$ cat src/rtl/swj_seq_pkg.sv
package swj_seq_pkg;

  localparam int RESET_RUN  = 50;
  localparam int CODE_W     = 16;
  localparam int CNT_W      = 7;
  localparam int CODE_IDX_W = $clog2(CODE_W);

  typedef enum logic [1:0] {
    CMD_LINE_RESET     = 2'd0,
    CMD_JTAG_TO_SWD    = 2'd1,
    CMD_SWD_TO_JTAG    = 2'd2,
    CMD_SWD_TO_DORMANT = 2'd3
  } swj_cmd_e;

  typedef enum logic [2:0] {
    SEG_RUN     = 3'd0,
    SEG_CODE    = 3'd1,
    SEG_TAIL_HI = 3'd2,
    SEG_TAIL_LO = 3'd3,
    SEG_IDLE    = 3'd4
  } seg_e;

  typedef struct packed {
    logic              has_code;
    logic [CODE_W-1:0] code;
    logic [CNT_W-1:0]  tail_hi;
    logic [CNT_W-1:0]  tail_lo;
  } seg_plan_t;

  // Move forward past segments that carry no bits for this plan.
  function automatic seg_e skip_empty(input seg_e s, input seg_plan_t p);
    seg_e r;
    r = s;
    if (r == SEG_CODE && !p.has_code) r = SEG_TAIL_HI;
    if (r == SEG_TAIL_HI && p.tail_hi == '0) r = SEG_TAIL_LO;
    if (r == SEG_TAIL_LO && p.tail_lo == '0) r = SEG_IDLE;
    return r;
  endfunction

endpackage

$ cat src/rtl/swj_pattern_table.sv
module swj_pattern_table
  import swj_seq_pkg::*;
#(
  parameter logic [CODE_W-1:0] SEL_TO_SWD     = 16'hE79E,
  parameter logic [CODE_W-1:0] SEL_TO_JTAG    = 16'hE73C,
  parameter logic [CODE_W-1:0] SEL_TO_DORMANT = 16'hE3BC,
  parameter int TAP_RESET_ONES   = 5,
  parameter int LINE_IDLE_ZEROS  = 1,
  parameter int SWITCH_IDLE_ZEROS = 2
) (
  input  swj_cmd_e  cmd,
  output seg_plan_t plan
);

  localparam logic [CNT_W-1:0] RUN_LEN  = CNT_W'(RESET_RUN);
  localparam logic [CNT_W-1:0] TAP_ONES = CNT_W'(TAP_RESET_ONES);
  localparam logic [CNT_W-1:0] LINE_Z   = CNT_W'(LINE_IDLE_ZEROS);
  localparam logic [CNT_W-1:0] SW_Z     = CNT_W'(SWITCH_IDLE_ZEROS);

  always_comb begin
    plan = '0;
    unique case (cmd)
      CMD_LINE_RESET: begin
        plan.has_code = 1'b0;
        plan.tail_lo  = LINE_Z;
      end
      CMD_JTAG_TO_SWD: begin
        plan.has_code = 1'b1;
        plan.code     = SEL_TO_SWD;
        plan.tail_hi  = RUN_LEN;
        plan.tail_lo  = SW_Z;
      end
      CMD_SWD_TO_JTAG: begin
        plan.has_code = 1'b1;
        plan.code     = SEL_TO_JTAG;
        plan.tail_hi  = TAP_ONES;
      end
      CMD_SWD_TO_DORMANT: begin
        plan.has_code = 1'b1;
        plan.code     = SEL_TO_DORMANT;
      end
      default: plan = '0;
    endcase
  end

endmodule

$ cat src/rtl/swj_clk_timer.sv
module swj_clk_timer #(
  parameter int DIV_W = 8
) (
  input  logic             clk,
  input  logic             rst,
  input  logic             load,
  input  logic             run,
  input  logic [DIV_W-1:0] div_in,
  output logic             swclk,
  output logic             bit_end
);

  localparam logic [DIV_W-1:0] ONE = DIV_W'(1);

  logic [DIV_W-1:0] half_q;
  logic [DIV_W-1:0] cnt_q;
  logic             clk_q;
  logic             at_toggle;

  assign at_toggle = (cnt_q == half_q - ONE);
  assign bit_end   = run && clk_q && at_toggle;
  assign swclk     = clk_q;

  always_ff @(posedge clk) begin
    if (rst) begin
      half_q <= ONE;
      cnt_q  <= '0;
      clk_q  <= 1'b0;
    end else if (load) begin
      half_q <= (div_in == '0) ? ONE : div_in;
      cnt_q  <= '0;
      clk_q  <= 1'b0;
    end else if (!run) begin
      cnt_q  <= '0;
      clk_q  <= 1'b0;
    end else if (at_toggle) begin
      cnt_q  <= '0;
      clk_q  <= ~clk_q;
    end else begin
      cnt_q  <= cnt_q + ONE;
    end
  end

endmodule

$ cat src/rtl/swj_bit_sequencer.sv
module swj_bit_sequencer
  import swj_seq_pkg::*;
(
  input  logic      clk,
  input  logic      rst,
  input  logic      load,
  input  logic      advance,
  input  seg_plan_t plan,
  output logic      data,
  output logic      last_bit
);

  localparam logic [CNT_W-1:0] ONE      = CNT_W'(1);
  localparam logic [CNT_W-1:0] RUN_LAST = CNT_W'(RESET_RUN - 1);
  localparam logic [CNT_W-1:0] CODE_LAST = CNT_W'(CODE_W - 1);

  seg_e             seg_q, follower, nxt_seg;
  logic [CNT_W-1:0] cnt_q, nxt_cnt;
  logic             seg_end, data_q, nxt_data;

  always_comb begin
    unique case (seg_q)
      SEG_RUN:     seg_end = (cnt_q == RUN_LAST);
      SEG_CODE:    seg_end = (cnt_q == CODE_LAST);
      SEG_TAIL_HI: seg_end = (cnt_q == plan.tail_hi - ONE);
      SEG_TAIL_LO: seg_end = (cnt_q == plan.tail_lo - ONE);
      default:     seg_end = 1'b1;
    endcase

    unique case (seg_q)
      SEG_RUN:     follower = SEG_CODE;
      SEG_CODE:    follower = SEG_TAIL_HI;
      SEG_TAIL_HI: follower = SEG_TAIL_LO;
      default:     follower = SEG_IDLE;
    endcase

    nxt_seg = seg_end ? skip_empty(follower, plan) : seg_q;
    nxt_cnt = seg_end ? '0 : cnt_q + ONE;

    unique case (nxt_seg)
      SEG_RUN:     nxt_data = 1'b1;
      SEG_CODE:    nxt_data = plan.code[nxt_cnt[CODE_IDX_W-1:0]];
      SEG_TAIL_HI: nxt_data = 1'b1;
      default:     nxt_data = 1'b0;
    endcase
  end

  assign last_bit = (nxt_seg == SEG_IDLE);
  assign data     = data_q;

  always_ff @(posedge clk) begin
    if (rst) begin
      seg_q  <= SEG_IDLE;
      cnt_q  <= '0;
      data_q <= 1'b0;
    end else if (load) begin
      seg_q  <= SEG_RUN;
      cnt_q  <= '0;
      data_q <= 1'b1;
    end else if (advance) begin
      seg_q  <= nxt_seg;
      cnt_q  <= nxt_cnt;
      data_q <= nxt_data;
    end
  end

endmodule

$ cat src/rtl/swj_seq_gen.sv
module swj_seq_gen
  import swj_seq_pkg::*;
#(
  parameter int DIV_W = 8
) (
  input  logic             clk,
  input  logic             rst,
  input  logic             start,
  input  logic [1:0]       cmd,
  input  logic [DIV_W-1:0] half_div,
  output logic             swclk,
  output logic             swdio,
  output logic             swdio_oe,
  output logic             busy,
  output logic             done
);

  logic      busy_q, done_q, oe_q;
  logic      accept, bit_end, last_bit, finish;
  swj_cmd_e  cmd_q;
  seg_plan_t plan;

  assign accept = start && !busy_q;
  assign finish = bit_end && last_bit;

  always_ff @(posedge clk) begin
    if (rst) begin
      cmd_q  <= CMD_LINE_RESET;
      busy_q <= 1'b0;
      done_q <= 1'b0;
      oe_q   <= 1'b0;
    end else begin
      done_q <= finish;
      if (accept) begin
        cmd_q  <= swj_cmd_e'(cmd);
        busy_q <= 1'b1;
        oe_q   <= 1'b1;
      end else if (finish) begin
        busy_q <= 1'b0;
        oe_q   <= 1'b0;
      end
    end
  end

  swj_pattern_table table_i (
    .cmd  (cmd_q),
    .plan (plan)
  );

  swj_clk_timer #(.DIV_W(DIV_W)) timer_i (
    .clk     (clk),
    .rst     (rst),
    .load    (accept),
    .run     (busy_q),
    .div_in  (half_div),
    .swclk   (swclk),
    .bit_end (bit_end)
  );

  swj_bit_sequencer seq_i (
    .clk      (clk),
    .rst      (rst),
    .load     (accept),
    .advance  (bit_end),
    .plan     (plan),
    .data     (swdio),
    .last_bit (last_bit)
  );

  assign busy     = busy_q;
  assign done     = done_q;
  assign swdio_oe = oe_q;

endmodule

$ cat config.mk
export PLATFORM = sky130hd
export DESIGN_NAME = swj_seq_gen
export DESIGN_NICKNAME = d
export VERILOG_FILES = /design/src/rtl/swj_seq_pkg.sv /design/src/rtl/swj_pattern_table.sv /design/src/rtl/swj_clk_timer.sv /design/src/rtl/swj_bit_sequencer.sv /design/src/rtl/swj_seq_gen.sv
export SDC_FILE = /design/constraint.sdc
export NUM_CORES = 1
export LEC_CHECK = 0
export BUFFER_PORTS_ARGS = -buffer_cell sky130_fd_sc_hd__buf_2
export CAP_MARGIN = 20
export CORE_ASPECT_RATIO = 1.1
export CORE_MARGIN = 2
export CORE_UTILIZATION = 59
export DETAILED_ROUTE_END_ITERATION = 16
export PLACE_DENSITY = 0.9
export SETUP_SLACK_MARGIN = 0.02
export SLEW_MARGIN = 25
export SYNTH_ARGS = -nofsm -noshare
export SYNTH_HDL_FRONTEND = slang
export SYNTH_SLANG_ARGS = --single-unit
$ cat constraint.sdc
create_clock -name clk -period 2.8 [get_ports clk]
set_clock_uncertainty 0.05 [all_clocks]
set_input_delay 0.28 -clock clk [delete_from_list [all_inputs] [get_ports clk]]
set_output_delay 0.28 -clock clk [all_outputs]
set_load 0.01 [all_outputs]
* After elaboration in Yosys (flattened, before gate mapping)
Cells that the tools add are included.
Word-level totals: word-level logic and storage cells 78, flip-flop bits (word level) 32, output and inout bits 5, input bits 13
Operators by class: add/sub/neg operators 5, equality and inequality tests 17, reductions and logical operators 22, mux-type cells 21, bitwise gates (word level) 2, order comparisons 1
Operators by type and width (number):
- one-hot mux 16 bit (3 select lines) | 1
- 2-to-1 mux 3 bit | 6
- == test 3 x 2 -> 1 bit (second input constant) | 5
- == test 7 bit | 2
- logical NOT 7 bit | 2
- one-hot mux 6 bit (2 select lines) | 1
- == test 3 x 1 -> 1 bit (second input constant) | 3
- one-hot mux 3 bit (3 select lines) | 1
- adder 8 x 1 -> 8 bit (second input constant) | 1
- == test 8 bit | 1
- logical NOT 8 bit | 1
- 2-to-1 mux 8 bit | 1
- subtractor 8 x 1 -> 8 bit (second input constant) | 1
- adder 7 x 1 -> 7 bit (second input constant) | 1
- == test 7 x 4 -> 1 bit (second input constant) | 1
- == test 7 x 6 -> 1 bit (second input constant) | 1
- logical AND 1 bit | 7
- 2-to-1 mux 7 bit | 1
- subtractor 6 x 1 -> 7 bit (second input constant) | 1
- logical NOT 3 bit | 2
- OR reduction 3 bit | 2
- less-than comparator 4 x 5 -> 1 bit (second input constant) | 1
- 2-to-1 mux 1 bit | 5
- binary-select mux 1 bit (select 4 bit) | 1
- 13 further kinds | 19

* Logic depth before layout (Yosys ltp)
depth in word-level cells 18, gate-level depth with buffers 11, mapped depth without buffers 11

* Hierarchy
A second synthesis with hierarchy kept.
Second synthesis, totals: cell total of the unflattened synthesis 355, area total of the unflattened synthesis 2892.8 µm²
Modules (own cells, without submodules):
- swj_bit_sequencer | area each 1495.2 µm², seq. area each 220.2 µm², cells each 201, times used 1
- swj_clk_timer | area each 945.9 µm², seq. area each 340.3 µm², cells each 102, times used 1
- swj_pattern_table | area each 290.3 µm², seq. area each 0.0 µm², cells each 36, times used 1
- swj_seq_gen | area each 161.4 µm², seq. area each 80.1 µm², cells each 16, times used 1

* Least setup slack after synthesis
OpenSTA, ideal clock, no wires.
path kind register to register, start point register cmd_q[0], end point register seq_i.cnt_q[5], buffers on the path 0, setup slack 0.372 ns, setup time 0.117 ns, stages on the path, launching flop included 11, data arrival time 2.261 ns, data required time 2.633 ns, clock period less this slack 2.428 ns, cells stage by stage dfxtp_1 -> inv_1 -> ha_1 -> inv_1 -> ha_1 -> a2111oi_0 -> a21oi_1 -> a211oi_2 -> a211oi_2 -> a22o_1 -> a22o_1
On the way: cells in the longest elaborated chain, start to end 6, elaborated cells on any way between the ends 11, classes of those cells 2 x add/sub; 4 x eq/ne; 4 x mux; 1 x reduce/logical
RTL lines:
- start: declaration | line swj_seq_gen.sv:20 | swj_cmd_e cmd_q;
- start signal: assignment | line swj_seq_gen.sv:35 | cmd_q <= swj_cmd_e'(cmd);
- == test 2 bit (tied with other cells) | line swj_pattern_table.sv:22 | unique case (cmd)
- one-hot mux 6 bit (2 select lines) / one-hot mux 2 bit (2 select lines) (equally long branches) | line swj_pattern_table.sv:22
- subtractor 6 x 1 -> 7 bit / subtractor 2 x 1 -> 3 bit (equally long branches) | line swj_bit_sequencer.sv:25, swj_bit_sequencer.sv:26
- == test 7 bit (on tied branches) | line swj_bit_sequencer.sv:25, swj_bit_sequencer.sv:26
- one-hot mux 1 bit (4 select lines) * | line swj_bit_sequencer.sv:22 | unique case (seg_q)
- 2-to-1 mux 7 bit * | line swj_bit_sequencer.sv:38 | nxt_cnt = seg_end ? '0 : cnt_q + ONE;
- end signal: assignment | line swj_bit_sequencer.sv:62 | cnt_q <= nxt_cnt;
- end: declaration | line swj_bit_sequencer.sv:18 | logic [CNT_W-1:0] cnt_q, nxt_cnt;
Every way passes the cells marked *; elsewhere a longest branch is shown, timed or not. A chain may end at the register's enable or synchronous reset.

* Worst setup path in the final report
start point register cmd_q[1], end point register seq_i.cnt_q[5]
Same word-level chain as after synthesis.

==> metrics.txt <==
hpwl dp=about 3.2 mm; Reg2Reg Launch Point=cmd_q[1]$_SDFFE_PP0P_; total core area=roughly 0.0033 mm2; 1st-pass router iterations=4; commonest cells in the netlist=dfxtp_1 (32), nand2_1 (28), nor2_1 (23), a21oi_1 (21), xnor2_1 (18); largest net degree at the start of global routing=19; Gate Count Post-Synth=about 260; Hold Buf Count CTS=0; CTS Root Cell=clkbuf_4; Post-layout nets=a little under 300; Final Wtd Congestion=approximately 0.97; Hold Crit Class=input pin to flip-flop; cell area after placement=around 0.0022 mm2; Ports=18; sw frac=0.261; worst reg2reg setup slack=0.15 ns; Worst Setup End Kind=flip-flop; relative max-transition margin=0.430; number of enable flip-flop cells after synthesis=0; Worst Path Arrival=roughly 2.8 ns; Final Power=a little under 1 mW; register area share after synthesis=0.310; final setup margin=~0.15 ns; Max Root-Sink Buffers=2; Worst Path Max Fanout=7; Crit. Startpoint=cmd_q[1]$_SDFFE_PP0P_; TritonCTS Buffers=5; Die Y=around 66 um; leak pwr=about 0.85 nW; Netlist Area Pre-Place=slightly above 0.002 mm2; initial antenna violation count=0; via count=between 1500 and 2000; initial core utilization=0.619; top cells by area, synth=dfxtp_1 (31%), xnor2_1 (7.6%), ha_1 (5.5%), a21oi_1 (5.1%), nand2_1 (5.1%); Post-DRT Antenna Nets=0; Worst-path clk slew=around 0.10 ns; post-synth top area share=0.310; gr usage total=0.232; pre-CTS setup slack=0.0866 ns; GRT busiest layer=met2; synthesized flop and latch total=32; Internal=roughly 0.73 mW; top-count cell post-synth=dfxtp_1; # DRC=0; fillers=255; main flop type after synthesis=dfxtp_1; floorplan row count=22; Post-synth ARST share=0; Syn-to-layout area delta=10.1%; GR Util met3=0.0568; CP Launch Type=flip-flop; yosys warns=0; final WL=4.27 mm; final worst path period need=between 2 and 3 ns; DIE AREA=approximately 0.0040 mm2; Critical Path RT=~3 ns; GR Util met2=0.379; Max VDD drop=roughly 0.00035 V; Syn Area/Cell=approximately 8.0 um2; CTS tree=yes; Reg power frac=0.499; H-tree Lvls=2; Final Max Slew Viols=0; Setup CP Type=flip-flop to flip-flop; vias in the first global route=1653; Overflow after GRT=0; max cap viols=0; post-synth top area cell=dfxtp_1; Clock Latency Late Sink=around 0.34 ns; Power Density=roughly 430 mW/mm2; Max Freq=between 300 and 400 MHz; RSZ-0062 raised after global routing=no; initial DRC count=about 150; syn_nets=between 200 and 300; r2r worst-path depth=11; status=completed; critical path capture point=seq_i.cnt_q[5]$_SDFFE_PP0P_; Clock power frac=0.348; post-route cell area=about 0.0023 mm2; Fin. Hold Viols=0; drt via density=just under 6; Yosys cell types=51; Tcrit/Tclk final=0.947; drt wl/cell=13.3 um; die extent in x=60.4 um; GR Layer Usage met1=0.280; Final TNS setup=0 ns; reg-to-reg endpoint=seq_i.cnt_q[5]$_SDFFE_PP0P_; first-pass GRT wire length=7.05 mm; final setup vio count=0; IO Port Bufs=17; Least-Margin Pin Slew=roughly 0.85 ns; ant diodes=0; Logic pwr share=0.153; CTS sink count=32; layout cells sized above 1=0.157; Switching Power=approximately 0.26 mW
## area by class of cell
cell class                      instances  area (um2)  share of cell area
Clock buffer                            6        41.3              0.0182
Clock inverter                          2        35.0              0.0154
Inverter                               13        48.8              0.0215
Multi-Input combinational cell        202        1340               0.592
Sequential cell                        32         642               0.283
Tap cell                               48        60.1              0.0264
Timing Repair Buffer                   19         100              0.0441
## what timing repair did
item | in CTS | in global routing
resized for setup | 0 | 9
endpoints found under the setup margin | 0 | 11
endpoints found under the hold margin | 0 | 0
setup buffers | 0 | 1
## per-stage QoR
stage	hold slack, ns	std cells	util
after floorplan	0.309	259	-
after global placement	0.427	313	0.647
after detailed placement	0.429	313	0.647
after CTS	0.127	321	0.669
after global routing	0.128	322	0.682
final	0.126	322	0.682
## worst min-delay path by stage
| stage | start | end | slack [ns] | cells past startpoint |
|---|---|---|---|---|
| after floorplan | rst | seq_i.data$_SDFFE_PP0P_ | 0.31 | 1 |
| after CTS | half_div[6] | timer_i.half_q[6]$_SDFFE_PP0P_ | 0.13 | 3 |
| after detailed placement | timer_i.cnt_q[0]$_SDFF_PP0_ | timer_i.cnt_q[0]$_SDFF_PP0_ | 0.43 | 1 |
| final | half_div[5] | timer_i.half_q[5]$_SDFFE_PP0P_ | 0.13 | 3 |
| after global placement | timer_i.cnt_q[0]$_SDFF_PP0_ | timer_i.cnt_q[0]$_SDFF_PP0_ | 0.43 | 1 |
| after global routing | half_div[6] | timer_i.half_q[6]$_SDFFE_PP0P_ | 0.13 | 3 |
## flip-flops by register name (all words and copies together) (netlist names)
name            cells
timer_i.cnt_q       8
timer_i.half_q      8
seq_i.cnt_q         7
seq_i.seg_q         3
cmd_q               2
done                1
seq_i.data          1
swdio_oe            1
timer_i.swclk       1
## routing by layer
layer  up-vias  share of wire
li1        938              -
met1       869           0.43
met2        49           0.51
met3        12          0.044
met4         0          0.022
met5         -              0
## worst max-delay path, cell delays in order (launching register included)
cell and delay (ns):
dfxtp_2 0.35, inv_1 0.11, ha_1 0.22, inv_1 0.09, ha_1 0.23, a2111oi_1 0.38, a21oi_1 0.09, a211oi_2 0.33
buf_4 0.19, a211oi_4 0.08, a22o_1 0.23, a22o_1 0.22
## cells by family after synthesis
family	Yosys count	share of synthesized area
mux	3	0.0158
flops	32	0.310
fa+ha+maj	9	0.0546
compound gates	60	0.199
simple gates	105	0.260
xor+xnor	25	0.106
buf+inv	25	0.0540
## cell usage in the layout, fill, tap and decap left out, types with 5 or more instances in the layout
cell and n:
dfxtp_1 31, nand2_1 28, nor2_1 23, a21oi_1 20, xnor2_1 18, buf_2 17
inv_1 12, nand3_1 12, o21ai_0 10, nor3_1 8, a22o_1 8, ha_1 8
xor2_1 7, nor2b_1 6, clkbuf_4 5
## power groups by stage
stage	Clock, mW	Sequential, mW	Combinational (mW)
finish	0.342	0.491	0.150
global route	0.362	0.494	0.167
CTS	0.345	0.490	0.144
detailed placement	0	0.500	0.143
global placement	0	0.500	0.139
floorplan	0	0.494	0.113
(Power assumes the default switching activity.)
